<file path="src/rtl/aes_serial_pkg.sv">
package aes_serial_pkg;

  localparam int NB     = 16;   // bytes per block and per key
  localparam int ROWS   = 4;
  localparam int COLS   = NB / ROWS;
  localparam int ROUNDS = 10;
  localparam int CNT_W  = $clog2(NB);
  localparam int RND_W  = $clog2(ROUNDS + 1);
  localparam int SHIFT_CYC = ROWS - 1;
  localparam int MIX_REP_DEC = 3;
  localparam int ENC_CYC = ROUNDS * (NB + SHIFT_CYC) + (ROUNDS - 1) * COLS + NB;
  localparam int DEC_CYC = ROUNDS * NB + NB + ROUNDS * (SHIFT_CYC + NB)
                         + (ROUNDS - 1) * MIX_REP_DEC * COLS;

  typedef enum logic [2:0] {
    ST_IDLE, ST_LOAD, ST_KEYADV, ST_XOR, ST_SHIFT, ST_SUB, ST_MIX, ST_OUT
  } phase_t;

  typedef struct packed {
    logic             load;      // take a byte from dataIn/keyIn
    logic             pass;      // byte-serial pass over the state
    logic             useSbox;   // pass goes through substitution
    logic             keyShift;  // rotate the key array one byte
    logic             keyUpd;    // rotate with the next/previous round key byte
    logic             keyRev;    // schedule runs backwards
    logic [ROWS-1:0]  rowEn;     // rows that rotate this cycle
    logic             mix;       // column mixer on the head column
    logic             unload;    // shift one result byte out
    logic [CNT_W-1:0] byteIdx;   // position inside the current pass
    logic             dec;       // latched direction
  } ctrl_t;

  function automatic logic [7:0] gfXtime(input logic [7:0] a);
    return {a[6:0], 1'b0} ^ (a[7] ? 8'h1b : 8'h00);
  endfunction

  function automatic logic [7:0] gfDivX(input logic [7:0] a);
    return a[0] ? ({1'b0, a[7:1]} ^ 8'h8d) : {1'b0, a[7:1]};
  endfunction

  function automatic logic [7:0] gfMul(input logic [7:0] a, input logic [7:0] b);
    logic [7:0] acc;
    logic [7:0] sh;
    acc = 8'h00;
    sh  = a;
    for (int i = 0; i < 8; i++) begin
      if (b[i]) acc = acc ^ sh;
      sh = gfXtime(sh);
    end
    return acc;
  endfunction

  // a^254: zero maps to zero
  function automatic logic [7:0] gfInv(input logic [7:0] a);
    logic [7:0] res;
    logic [7:0] pw;
    res = 8'h01;
    pw  = a;
    for (int i = 1; i < 8; i++) begin
      pw  = gfMul(pw, pw);
      res = gfMul(res, pw);
    end
    return res;
  endfunction

  function automatic logic [7:0] rotl8(input logic [7:0] x, input int n);
    return (x << n) | (x >> (8 - n));
  endfunction

endpackage

</file>
<file path="src/rtl/aes_sbox.sv">
module aes_sbox
  import aes_serial_pkg::*;
(
  input  logic [7:0] din,
  input  logic       inv,
  output logic [7:0] dout
);
  logic [7:0] preAff;
  logic [7:0] invVal;
  logic [7:0] postAff;

  always_comb begin
    preAff  = inv ? (rotl8(din, 1) ^ rotl8(din, 3) ^ rotl8(din, 6) ^ 8'h05) : din;
    invVal  = gfInv(preAff);
    postAff = invVal ^ rotl8(invVal, 1) ^ rotl8(invVal, 2)
            ^ rotl8(invVal, 3) ^ rotl8(invVal, 4) ^ 8'h63;
    dout    = inv ? invVal : postAff;
  end
endmodule

</file>
<file path="src/rtl/aes_mixcol.sv">
module aes_mixcol
  import aes_serial_pkg::*;
(
  input  logic [ROWS-1:0][7:0] colIn,
  output logic [ROWS-1:0][7:0] colOut
);
  logic [ROWS-1:0][7:0] dbl;

  always_comb begin
    for (int r = 0; r < ROWS; r++) dbl[r] = gfXtime(colIn[r]);
    colOut[0] = dbl[0] ^ dbl[1] ^ colIn[1] ^ colIn[2] ^ colIn[3];
    colOut[1] = colIn[0] ^ dbl[1] ^ dbl[2] ^ colIn[2] ^ colIn[3];
    colOut[2] = colIn[0] ^ colIn[1] ^ dbl[2] ^ dbl[3] ^ colIn[3];
    colOut[3] = dbl[0] ^ colIn[0] ^ colIn[1] ^ colIn[2] ^ dbl[3];
  end
endmodule

</file>
<file path="src/rtl/aes_datapath.sv">
module aes_datapath
  import aes_serial_pkg::*;
(
  input  logic       clk,
  input  logic       rstN,
  input  ctrl_t      ctl,
  input  logic [7:0] dataIn,
  input  logic [7:0] keyIn,
  output logic [7:0] dataOut
);
  localparam int DL = ROWS;   // delay of old key bytes for the reverse schedule

  logic [7:0] st     [NB];
  logic [7:0] stNext [NB];
  logic [7:0] ky     [NB];
  logic [7:0] dly    [DL];
  logic [7:0] rcReg;

  logic [7:0] keyedByte, sboxIn, sboxOut, passOut;
  logic [7:0] ksIn, ksOut, rcUse, kNew;
  logic       headWord, lastOfWord;
  logic [ROWS-1:0][7:0] mixIn, mixOut;

  // shared data substitution: forward or inverse chosen by direction
  assign keyedByte = st[0] ^ ky[0];
  assign sboxIn    = ctl.dec ? st[0] : keyedByte;

  aes_sbox u_dataSbox (.din(sboxIn), .inv(ctl.dec), .dout(sboxOut));

  always_comb begin
    if (!ctl.useSbox)  passOut = keyedByte;
    else if (ctl.dec)  passOut = sboxOut ^ ky[0];
    else               passOut = sboxOut;
  end

  // byte-serial round-key derivation
  assign headWord   = (ctl.byteIdx[CNT_W-1:2] == '0);
  assign lastOfWord = (ctl.byteIdx == CNT_W'(ROWS - 1));

  always_comb begin
    if (ctl.keyRev) ksIn = lastOfWord ? (ky[9] ^ ky[5]) : (ky[13] ^ ky[9]);
    else            ksIn = lastOfWord ? ky[9] : ky[13];
  end

  aes_sbox u_keySbox (.din(ksIn), .inv(1'b0), .dout(ksOut));

  assign rcUse = ctl.keyRev ? gfDivX(rcReg) : rcReg;

  always_comb begin
    if (headWord)
      kNew = ky[0] ^ ksOut ^ ((ctl.byteIdx == '0) ? rcUse : 8'h00);
    else
      kNew = ky[0] ^ (ctl.keyRev ? dly[DL-1] : ky[NB-ROWS]);
  end

  // column mixer on the head column
  always_comb begin
    for (int r = 0; r < ROWS; r++) mixIn[r] = st[r];
  end

  aes_mixcol u_mix (.colIn(mixIn), .colOut(mixOut));

  // next state of the data array
  always_comb begin
    for (int j = 0; j < NB; j++) stNext[j] = st[j];
    if (ctl.load || ctl.pass || ctl.unload) begin
      for (int j = 0; j < NB - 1; j++) stNext[j] = st[j+1];
      if (ctl.load)      stNext[NB-1] = dataIn;
      else if (ctl.pass) stNext[NB-1] = passOut;
      else               stNext[NB-1] = 8'h00;
    end else if (ctl.mix) begin
      for (int j = 0; j < NB - ROWS; j++) stNext[j] = st[j+ROWS];
      for (int r = 0; r < ROWS; r++) stNext[NB-ROWS+r] = mixOut[r];
    end else begin
      for (int r = 0; r < ROWS; r++) begin
        if (ctl.rowEn[r]) begin
          for (int c = 0; c < COLS; c++) begin
            if (ctl.dec) stNext[c*ROWS+r] = st[((c+COLS-1)%COLS)*ROWS+r];
            else         stNext[c*ROWS+r] = st[((c+1)%COLS)*ROWS+r];
          end
        end
      end
    end
  end

  always_ff @(posedge clk or negedge rstN) begin
    if (!rstN) begin
      for (int j = 0; j < NB; j++) st[j] <= 8'h00;
    end else begin
      for (int j = 0; j < NB; j++) st[j] <= stNext[j];
    end
  end

  always_ff @(posedge clk or negedge rstN) begin
    if (!rstN) begin
      for (int j = 0; j < NB; j++) ky[j] <= 8'h00;
      for (int j = 0; j < DL; j++) dly[j] <= 8'h00;
      rcReg <= 8'h01;
    end else if (ctl.load) begin
      for (int j = 0; j < NB - 1; j++) ky[j] <= ky[j+1];
      ky[NB-1] <= keyIn;
      rcReg    <= 8'h01;
    end else if (ctl.keyShift) begin
      for (int j = 0; j < NB - 1; j++) ky[j] <= ky[j+1];
      ky[NB-1] <= ctl.keyUpd ? kNew : ky[0];
      dly[0]   <= ky[0];
      for (int j = 1; j < DL; j++) dly[j] <= dly[j-1];
      if (ctl.keyUpd && ctl.byteIdx == '0)
        rcReg <= ctl.keyRev ? rcUse : gfXtime(rcReg);
    end
  end

  assign dataOut = st[0];
endmodule

</file>
<file path="src/rtl/aes_control.sv">
module aes_control
  import aes_serial_pkg::*;
(
  input  logic  clk,
  input  logic  rstN,
  input  logic  start,
  input  logic  decrypt,
  output ctrl_t ctl,
  output logic  busy,
  output logic  done,
  output logic  outValid
);
  localparam logic [CNT_W-1:0] PASS_LAST  = CNT_W'(NB - 1);
  localparam logic [CNT_W-1:0] LOAD_LAST  = CNT_W'(NB - 2);
  localparam logic [CNT_W-1:0] SHIFT_LAST = CNT_W'(SHIFT_CYC - 1);
  localparam logic [CNT_W-1:0] MIX_ENC    = CNT_W'(COLS - 1);
  localparam logic [CNT_W-1:0] MIX_DEC    = CNT_W'(MIX_REP_DEC * COLS - 1);
  localparam logic [RND_W-1:0] RND_LAST   = RND_W'(ROUNDS - 1);

  phase_t           phase;
  logic [CNT_W-1:0] cnt;
  logic [RND_W-1:0] rnd;
  logic             decReg;

  always_ff @(posedge clk or negedge rstN) begin
    if (!rstN) begin
      phase  <= ST_IDLE;
      cnt    <= '0;
      rnd    <= '0;
      decReg <= 1'b0;
    end else begin
      cnt <= cnt + 1'b1;
      unique case (phase)
        ST_IDLE: begin
          cnt <= '0;
          if (start) begin
            decReg <= decrypt;
            phase  <= ST_LOAD;
          end
        end
        ST_LOAD: if (cnt == LOAD_LAST) begin
          cnt   <= '0;
          rnd   <= '0;
          phase <= decReg ? ST_KEYADV : ST_SUB;
        end
        ST_KEYADV: if (cnt == PASS_LAST) begin
          cnt <= '0;
          if (rnd == RND_LAST) begin
            rnd   <= '0;
            phase <= ST_XOR;
          end else begin
            rnd <= rnd + 1'b1;
          end
        end
        ST_XOR: if (cnt == PASS_LAST) begin
          cnt   <= '0;
          phase <= decReg ? ST_SHIFT : ST_OUT;
        end
        ST_SHIFT: if (cnt == SHIFT_LAST) begin
          cnt <= '0;
          if (decReg)                phase <= ST_SUB;
          else if (rnd == RND_LAST)  phase <= ST_XOR;
          else                       phase <= ST_MIX;
        end
        ST_SUB: if (cnt == PASS_LAST) begin
          cnt <= '0;
          if (!decReg)               phase <= ST_SHIFT;
          else if (rnd == RND_LAST)  phase <= ST_OUT;
          else                       phase <= ST_MIX;
        end
        ST_MIX: if (cnt == (decReg ? MIX_DEC : MIX_ENC)) begin
          cnt   <= '0;
          rnd   <= rnd + 1'b1;
          phase <= decReg ? ST_SHIFT : ST_SUB;
        end
        ST_OUT: if (cnt == PASS_LAST) begin
          cnt   <= '0;
          phase <= ST_IDLE;
        end
        default: phase <= ST_IDLE;
      endcase
    end
  end

  always_comb begin
    ctl         = '0;
    ctl.byteIdx = cnt;
    ctl.dec     = decReg;
    unique case (phase)
      ST_IDLE:   ctl.load = start;
      ST_LOAD:   ctl.load = 1'b1;
      ST_KEYADV: begin
        ctl.keyShift = 1'b1;
        ctl.keyUpd   = 1'b1;
      end
      ST_XOR: begin
        ctl.pass     = 1'b1;
        ctl.keyShift = 1'b1;
        ctl.keyUpd   = decReg;
        ctl.keyRev   = 1'b1;
      end
      ST_SUB: begin
        ctl.pass     = 1'b1;
        ctl.useSbox  = 1'b1;
        ctl.keyShift = 1'b1;
        ctl.keyUpd   = !decReg || (rnd != RND_LAST);
        ctl.keyRev   = decReg;
      end
      ST_SHIFT: begin
        for (int r = 0; r < ROWS; r++) ctl.rowEn[r] = (CNT_W'(r) > cnt);
      end
      ST_MIX:    ctl.mix    = 1'b1;
      ST_OUT:    ctl.unload = 1'b1;
      default:   ctl.load   = 1'b0;
    endcase
  end

  assign busy     = (phase != ST_IDLE);
  assign outValid = (phase == ST_OUT);
  assign done     = (phase == ST_OUT) && (cnt == '0);
endmodule

</file>
<file path="src/rtl/aes_serial_core.sv">
module aes_serial_core
  import aes_serial_pkg::*;
(
  input  logic       clk,
  input  logic       rstN,
  input  logic       start,
  input  logic       decrypt,
  input  logic [7:0] dataIn,
  input  logic [7:0] keyIn,
  output logic       busy,
  output logic       done,
  output logic       outValid,
  output logic [7:0] dataOut
);
  ctrl_t ctl;

  aes_control u_ctrl (
    .clk(clk), .rstN(rstN), .start(start), .decrypt(decrypt),
    .ctl(ctl), .busy(busy), .done(done), .outValid(outValid)
  );

  aes_datapath u_dp (
    .clk(clk), .rstN(rstN), .ctl(ctl),
    .dataIn(dataIn), .keyIn(keyIn), .dataOut(dataOut)
  );
endmodule

</file>
<file path="config.mk">
export PLATFORM = sky130hd
export DESIGN_NAME = aes_serial_core
export DESIGN_NICKNAME = d
export VERILOG_FILES = /design/src/rtl/aes_serial_pkg.sv /design/src/rtl/aes_sbox.sv /design/src/rtl/aes_mixcol.sv /design/src/rtl/aes_datapath.sv /design/src/rtl/aes_control.sv /design/src/rtl/aes_serial_core.sv
export SDC_FILE = /design/constraint.sdc
export NUM_CORES = 2
export LEC_CHECK = 0
export BUFFER_PORTS_ARGS = -buffer_cell sky130_fd_sc_hd__buf_2
export CORE_ASPECT_RATIO = 0.8
export CORE_MARGIN = 5
export CORE_UTILIZATION = 50
export DETAILED_ROUTE_END_ITERATION = 8
export PLACE_DENSITY = 0.73
export SLEW_MARGIN = 5
export SYNTH_ARGS = -nofsm -noshare
export SYNTH_HDL_FRONTEND = slang
export SYNTH_SLANG_ARGS = --single-unit
export TNS_END_PERCENT = 50
</file>
<file path="constraint.sdc">
create_clock -name clk -period 28.3 [get_ports clk]
set_input_delay 5.66 -clock clk [delete_from_list [all_inputs] [get_ports clk]]
set_output_delay 5.66 -clock clk [all_outputs]
set_load 0.03 [all_outputs]
</file>
# Yosys cells after proc, flatten, opt, wreduce, memory -nomap -nowiden
# Index checks and enable logic that the tools add are counted.
[op_classes] bitwise_logic=432 magnitude_cmp=4 n_reduce_logical=24 addsub=2 eq_ne=23 n_mux=503
[ops] cell="8-bit 2-to-1 mux" n=262
[ops] cell="8-bit bitwise XOR" n=217
[ops] cell="8-bit by 5-bit bitwise XOR with 8-bit output" n=185
[ops] cell="5-bit 2-to-1 mux" n=189
[ops] cell="128-bit 2-to-1 mux" n=4
[ops] cell="4-bit 2-to-1 mux" n=12
[ops] cell="3-bit 2-to-1 mux" n=15
[ops] cell="8-bit by 1-bit OR with 8-bit output" n=3
[ops] cell="8-bit by 3-bit OR with 8-bit output" n=3
[ops] cell="3-bit one-hot mux with 8 select lines" n=1
[ops] cell="4-bit one-hot mux with 5 select lines" n=1
[ops] cell="3-bit nonzero test" n=6
[ops] cell="2-bit by 1-bit != test with 1-bit output, second input constant" n=8
[ops] cell="8-bit by 2-bit OR with 8-bit output" n=2
[ops] cell="8-bit by 4-bit OR with 8-bit output" n=2
[ops] cell="7-bit 2-to-1 mux" n=2
[ops] cell="1-bit inverter, first input constant" n=14
[ops] cell="3-bit == test, second input constant" n=4
[ops] cell="4-bit == test, second input constant" n=3
[ops] cell="6-bit 2-to-1 mux" n=2
[ops] cell="4-bit one-hot mux with 3 select lines" n=1
[ops] cell="9-bit AND reduction" n=1
[ops] cell="4-bit by 1-bit adder with 4-bit output, second input constant" n=2
[ops] cell="4-bit by 2-bit == test with 1-bit output, second input constant" n=2
[ops] cell="27 further kinds" n=47
[word_totals] word_cells=1029 reg_bits=308 in_bits=20

# Longest topological paths before layout
[logic_depth] ltp_word=147 depth_mapped=77 ltp_nobuf=62

# Modules after synthesis
# From an unflattened synthesis, not the netlist that was laid out.
[unflattened] cells_unflattened=6023 area_unflattened_um2=50355.8
[modules_own_cells] mod="aes_sbox" seq_area_each_um2=0.0 instances=2 area_per_inst_um2=16313.1 cells_per_inst=2125
[modules_own_cells] mod="aes_datapath" seq_area_each_um2=7408.4 instances=1 area_per_inst_um2=15274.6 cells_per_inst=1563
[modules_own_cells] mod="aes_mixcol" seq_area_each_um2=0.0 instances=1 area_per_inst_um2=1330.0 cells_per_inst=78
[modules_own_cells] mod="aes_control" seq_area_each_um2=300.3 instances=1 area_per_inst_um2=1124.8 cells_per_inst=132

# Least setup slack after synthesis
# No wires, ideal clock.
[synth_timing] path_type="reg-to-reg" startpoint="reg u_dp.st (netlist bit u_dp.dataOut[6])" endpoint="reg u_dp.st[7] (netlist name)" setup_ns=0.132 t_arrival_ns=16.375 stages_incl_launch_ff=69 setup_slack_ns=11.793 t_required_ns=28.168 path_cell_list="dfrtp_1 -> buf_4 -> xnor3_1 -> mux2_2 -> inv_2 -> buf_2 -> ha_1 -> xnor2_1 -> and3_1 -> or4_1 -> a21oi_1 -> nand2b_2 -> inv_4 -> buf_2 -> clkbuf_1 -> ha_1 -> clkbuf_1 -> xnor2_1 -> [... 33 more ...] -> xor2_1 -> o21ai_0 -> a22oi_1 -> xnor3_1 -> xor2_1 -> xnor2_2 -> xnor2_2 -> xor2_1 -> nor2b_1 -> xnor3_1 -> xnor2_1 -> xnor2_1 -> xnor2_2 -> xor2_1 -> xnor2_1 -> xnor2_1 -> a2111oi_0 -> nor2_1"
[synth_between] elab_chain_cells=142 elab_cells_between_ends=413 cone_classes="mux: 211; bitwise: 202"
[synth_rtl] item="start: declaration" line_no="aes_datapath.sv:13" rtl="logic [7:0] st [NB];"
[synth_rtl] item="8-bit bitwise XOR" line_no="aes_datapath.sv:25" rtl="assign keyedByte = st[0] ^ ky[0];"
[synth_rtl] item="8-bit 2-to-1 mux" line_no="aes_datapath.sv:26" rtl="assign sboxIn = ctl.dec ? st[0] : keyedByte;"
[synth_rtl] item="8-bit by 1-bit OR with 8-bit output" line_no="aes_serial_pkg.sv:67" rtl="return (x << n) | (x >> (8 - n));"
[synth_rtl] item="8-bit bitwise XOR (2 in a row)" line_no="aes_sbox.sv:13" rtl="preAff = inv ? (rotl8(din, 1) ^ rotl8(din, 3) ^ rotl8(din, 6) ^ 8'h05) : din;"
[synth_rtl] item="8-bit 2-to-1 mux" line_no="aes_sbox.sv:13"
[synth_rtl] item="5-bit 2-to-1 mux" line_no="aes_serial_pkg.sv:34" rtl="return {a[6:0], 1'b0} ^ (a[7] ? 8'h1b : 8'h00);"
[synth_rtl] item="8-bit by 5-bit bitwise XOR with 8-bit output" line_no="aes_serial_pkg.sv:34"
[synth_rtl] item="8-bit bitwise XOR" line_no="aes_serial_pkg.sv:47" rtl="if (b[i]) acc = acc ^ sh;"
[synth_rtl] item="[... 124 more ...]"
[synth_rtl] item="8-bit bitwise XOR (2 in a row)" line_no="aes_sbox.sv:16" rtl="^ rotl8(invVal, 3) ^ rotl8(invVal, 4) ^ 8'h63;"
[synth_rtl] item="8-bit 2-to-1 mux" line_no="aes_sbox.sv:17" rtl="dout = inv ? invVal : postAff;"
[synth_rtl] item="8-bit bitwise XOR" line_no="aes_datapath.sv:32" rtl="else if (ctl.dec) passOut = sboxOut ^ ky[0];"
[synth_rtl] item="8-bit 2-to-1 mux" line_no="aes_datapath.sv:32"
[synth_rtl] item="8-bit 2-to-1 mux" line_no="aes_datapath.sv:31" rtl="if (!ctl.useSbox) passOut = keyedByte;"
[synth_rtl] item="8-bit 2-to-1 mux" line_no="aes_datapath.sv:69" rtl="else if (ctl.pass) stNext[NB-1] = passOut;"
[synth_rtl] item="8-bit 2-to-1 mux" line_no="aes_datapath.sv:68" rtl="if (ctl.load) stNext[NB-1] = dataIn;"
[synth_rtl] item="128-bit 2-to-1 mux *" line_no="aes_datapath.sv:66" rtl="if (ctl.load || ctl.pass || ctl.unload) begin"
# Mark *: on every way between the ends. The rest lies on a longest branch, timed or not.
# A chain may end at the register's enable or synchronous reset.

# Worst setup path after layout
[layout_timing] startpoint="reg u_ctrl.cnt[0]" endpoint="reg u_dp.ky[6] (netlist name)"
[layout_between] elab_chain_cells=139 elab_cells_between_ends=406 cone_classes="eq/ne: 1; mux: 211; bitwise: 193; reduce/logical: 1"
[layout_rtl] item="start: declaration" line_no="aes_control.sv:21" rtl="logic [CNT_W-1:0] cnt;"
[layout_rtl] item="start signal: assignment" line_no="aes_control.sv:32" rtl="cnt <= cnt + 1'b1;"
[layout_rtl] item="4-bit by 2-bit == test with 1-bit output" line_no="aes_datapath.sv:38" rtl="assign lastOfWord = (ctl.byteIdx == CNT_W'(ROWS - 1));"
[layout_rtl] item="8-bit 2-to-1 mux (on tied branches)" line_no="aes_datapath.sv:42, aes_datapath.sv:41"
[layout_rtl] item="8-bit 2-to-1 mux" line_no="aes_datapath.sv:41" rtl="if (ctl.keyRev) ksIn = lastOfWord ? (ky[9] ^ ky[5]) : (ky[13] ^ ky[9]);"
[layout_rtl] item="5-bit 2-to-1 mux" line_no="aes_serial_pkg.sv:34"
[layout_rtl] item="8-bit by 5-bit bitwise XOR with 8-bit output" line_no="aes_serial_pkg.sv:34"
[layout_rtl] item="8-bit bitwise XOR" line_no="aes_serial_pkg.sv:47"
[layout_rtl] item="8-bit 2-to-1 mux" line_no="aes_serial_pkg.sv:47"
[layout_rtl] item="8-bit bitwise XOR" line_no="aes_serial_pkg.sv:47"
[layout_rtl] item="[... 122 more ...]"
[layout_rtl] item="8-bit bitwise XOR (2 in a row)" line_no="aes_sbox.sv:16"
[layout_rtl] item="4-bit inverter (no line)"
[layout_rtl] item="8-bit bitwise XOR" line_no="aes_datapath.sv:51" rtl="kNew = ky[0] ^ ksOut ^ ((ctl.byteIdx == '0) ? rcUse : 8'h00);"
[layout_rtl] item="8-bit bitwise XOR *" line_no="aes_datapath.sv:51"
[layout_rtl] item="8-bit 2-to-1 mux *" line_no="aes_datapath.sv:50" rtl="if (headWord)"
[layout_rtl] item="8-bit 2-to-1 mux *" line_no="aes_datapath.sv:105" rtl="ky[NB-1] <= ctl.keyUpd ? kNew : ky[0];"
[layout_rtl] item="128-bit 2-to-1 mux *" line_no="aes_datapath.sv:103" rtl="end else if (ctl.keyShift) begin"
[layout_rtl] item="128-bit 2-to-1 mux *" line_no="aes_datapath.sv:99" rtl="end else if (ctl.load) begin"
[layout_rtl] item="end signal: indexed assignment" line_no="aes_datapath.sv:101" rtl="ky[NB-1] <= keyIn;"
[layout_rtl] item="end signal: indexed assignment" line_no="aes_datapath.sv:105"
[layout_rtl] item="end: declaration" line_no="aes_datapath.sv:15" rtl="logic [7:0] ky [NB];"
# Mark *: on every way between the ends. The rest lies on a longest branch, timed or not. The select of a mux whose other input is x is not followed.

==> results.ini <==
[routing]
drt-met1-wl_mm=60.15
drc=0
totalWireLength_mm=131.2
wl_per_cell_um=18.47
vias_per_cell=6.052
final_antenna_net_count=0
drt-pass1-iter-count=6
top_layer=met5
met2WireLength_mm=56.57
wl_met3_mm=12.21
drt_iter0_markers=4636
num_vias=42995

[logic_synthesis]
synth_compound_area_share_pct=17.75
yosysUniqueCellTypes=118
synthXorXnorAreaFrac_pct=34.73
synth_top_family_by_area=XOR/XNOR gates
yosys_warnings=0
synthMuxAreaShare_pct=4.484
synth_cells=6094
synth_ff_type=dfrtp_1
synth_area_per_cell_um2=7.614
yosysTopAreaCellShare_pct=16.56
synth-edff-count=0
synth_area_leaders=dfrtp_1 17%, xnor2_1 17%, nand2_1 9.0%
async_flop_share_pct=100.0
synth_top_area_cell=dfrtp_1
synth_seq_area_share_pct=16.61
netlist_area_um2=46400
yosys_register_bits=308
syn-num-nets=6131
yosys.area_share.simple_pct=21.39
synth_fa_ha_area_share_pct=0.4584

[clocking]
clock_latency_ns=0.53
numClockSinks=308
cts_buffer_depth=3
hold_buffers=0
post-cts-setup-buffers=0
cts_made_buffers=34
clk_pin_slew_ns=0.06
htreeDepth=2
cts_tree=yes
cts_resized=0
clockRootBuffer=clkbuf_16

[outcome]
status=complete, no violations

[worst_setup_path]
cp_data_required_time_ns=28.70
worst-setup-path-type=flip-flop to flip-flop
arrival_ns=21.64
cpPeakStageDelay_ns=1.09
start_kind=flip-flop
cp-end-kind=flip-flop
cp_common_cell=xnor2_1
cp_max_fo=21
cp_slowest_cell=xnor3_1

[die]
core_area_um2=92590
num_rows=100
die_w_um=350.6
start_util_pct=50.11
dieHeight_um=282.5
io_pins=31
dieArea_um2=99030

[layout]
final_area_um2=48690
drive_gt1_share_pct=8.250
fillers=8708
final_cell_mix=1,111 x nand2_1, 856 x xnor2_1, 661 x nor2_1
final_common_cell=nand2_1
syn_to_final_growth_pct=4.927
final_nets=5892

[sta]
finalSetupViolCount=0
fmax_mhz=47.08
hold_violations=0
slew_viol_final=0
worstMarginPinSlew_ns=1.250
timing.setup.tns_ns=0
slew_headroom_pct=16.41
fin_worst_skew_ns=0.02711
rsz0062_at_grt=false
min_period_over_period_pct=75.05
fin_crit_ns=21.24

[place]
place_hpwl_mm=92.65
place_area_um2=47490
numPortBuffers=30
gp_congestion=0.9326

[grt]
antenna_found_initial=3
grt_pass1_wl_mm=212.4
grt_max_degree=121
grt_use_total_pct=25.43
overflow=0
grt_pass1_vias=39356

[hold_path]
hp-class=flip-flop to flip-flop

[run]
maxCapViolCount=0

## per-stage QoR
stage	hold slack [ns]	setup slack, ns	std cells	utilization, %
finish	0.4635	7.062	7104	52.58
global route	0.4844	5.726	7104	52.58
CTS	0.4609	7.439	7103	52.58
detailed placement	0.4551	7.549	7043	51.29
global placement	0.4481	8.045	7043	51.29
floorplan	0.4375	11.79	6094	-
## cells by family after synthesis
group                    after synthesis
XOR/XNOR                            1419
AO/OA/AOI/OAI                       1305
multiplexers                         201
flip-flops                           308
AND/OR/NAND/NOR                     2345
adder cells (fa/ha/maj)               17
buffers and inverters                499
## worst max-delay path, delay by kind of cell (launching register included)
kind / cells / cell delay, ns
flops: 1 / 0.44
fa+ha+maj: 4 / 2.06
buf+inv: 5 / 1.63
xor+xnor: 21 / 8.14
simple gates: 11 / 4.15
mux: 7 / 2.40
compound gates: 10 / 2.26
## cells in the mapped netlist, drive strengths merged, types with 19 or more instances
cell,number
xor3,22
nor2,672
a21oi,410
xor2,267
o211ai,57
xnor3,182
a31oi,58
a22oi,42
or3,19
a211oi,59
a21o,29
mux2,33
o31ai,26
inv,45
nand2,1116
nor2b,26
xnor2,948
o22ai,73
clkbuf,306
nor4,20
nand3,208
dfrtp,307
buf,142
o21ai,331
nand2b,22
and2,32
o221ai,24
nor3,131
and3,28
mux2i,167
## sequential cells by signal, indices dropped and copies added, names as in the netlist
name,flops
u_dp.dly,32
u_dp.rcReg,8
u_ctrl.cnt,4
u_ctrl.rnd,4
u_dp.ky,128
u_dp.mixIn,24
u_dp.st,96
u_ctrl.decReg,1
u_ctrl.phase,3
u_dp.dataOut,8
## metal layers
metal	up-vias	GRT usage, %
li1	20415	-
met1	20501	38.10
met2	1900	38.81
met3	175	4.264
met4	4	4.932
met5	-	0
## cell type report
cell class	count	area (µm²)	share of cell area, %
antenna	1	2.502	0.005140
multi-input combinational	5287	36820	75.63
clock buffer	44	948.4	1.948
clock inverter	16	241.5	0.4960
tap	1224	1531	3.146
inverter	51	193.9	0.3983
timing repair buffer	173	1234	2.534
sequential	308	7712	15.84
## path summary, 6_finish.rpt
| kind | start | cells after the start | end | slack, ns |
|---|---|---|---|---|
| min in group asynchronous | rstN | 1 | u_dp.st[68]$_DFFE_PN0P_ | 5.14 |
| max in group asynchronous | rstN | 3 | u_dp.ky[4]$_DFFE_PN0P_ | 20.89 |
| worst max-delay path | u_ctrl.cnt[0]$_DFF_PN0_ | 58 | u_dp.ky[6]$_DFFE_PN0P_ | 7.06 |
| worst max register to register | u_ctrl.cnt[0]$_DFF_PN0_ | 58 | u_dp.ky[6]$_DFFE_PN0P_ | 7.06 |
| worst min register to register | u_dp.ky[11]$_DFFE_PN0P_ | 2 | u_dp.ky[19]$_DFFE_PN0P_ | 0.46 |
| worst min-delay path | u_dp.ky[11]$_DFFE_PN0P_ | 2 | u_dp.ky[19]$_DFFE_PN0P_ | 0.46 |
Power is not shown: default switching activity piles up to over one toggle a cycle in this logic, so the estimate is an artifact.
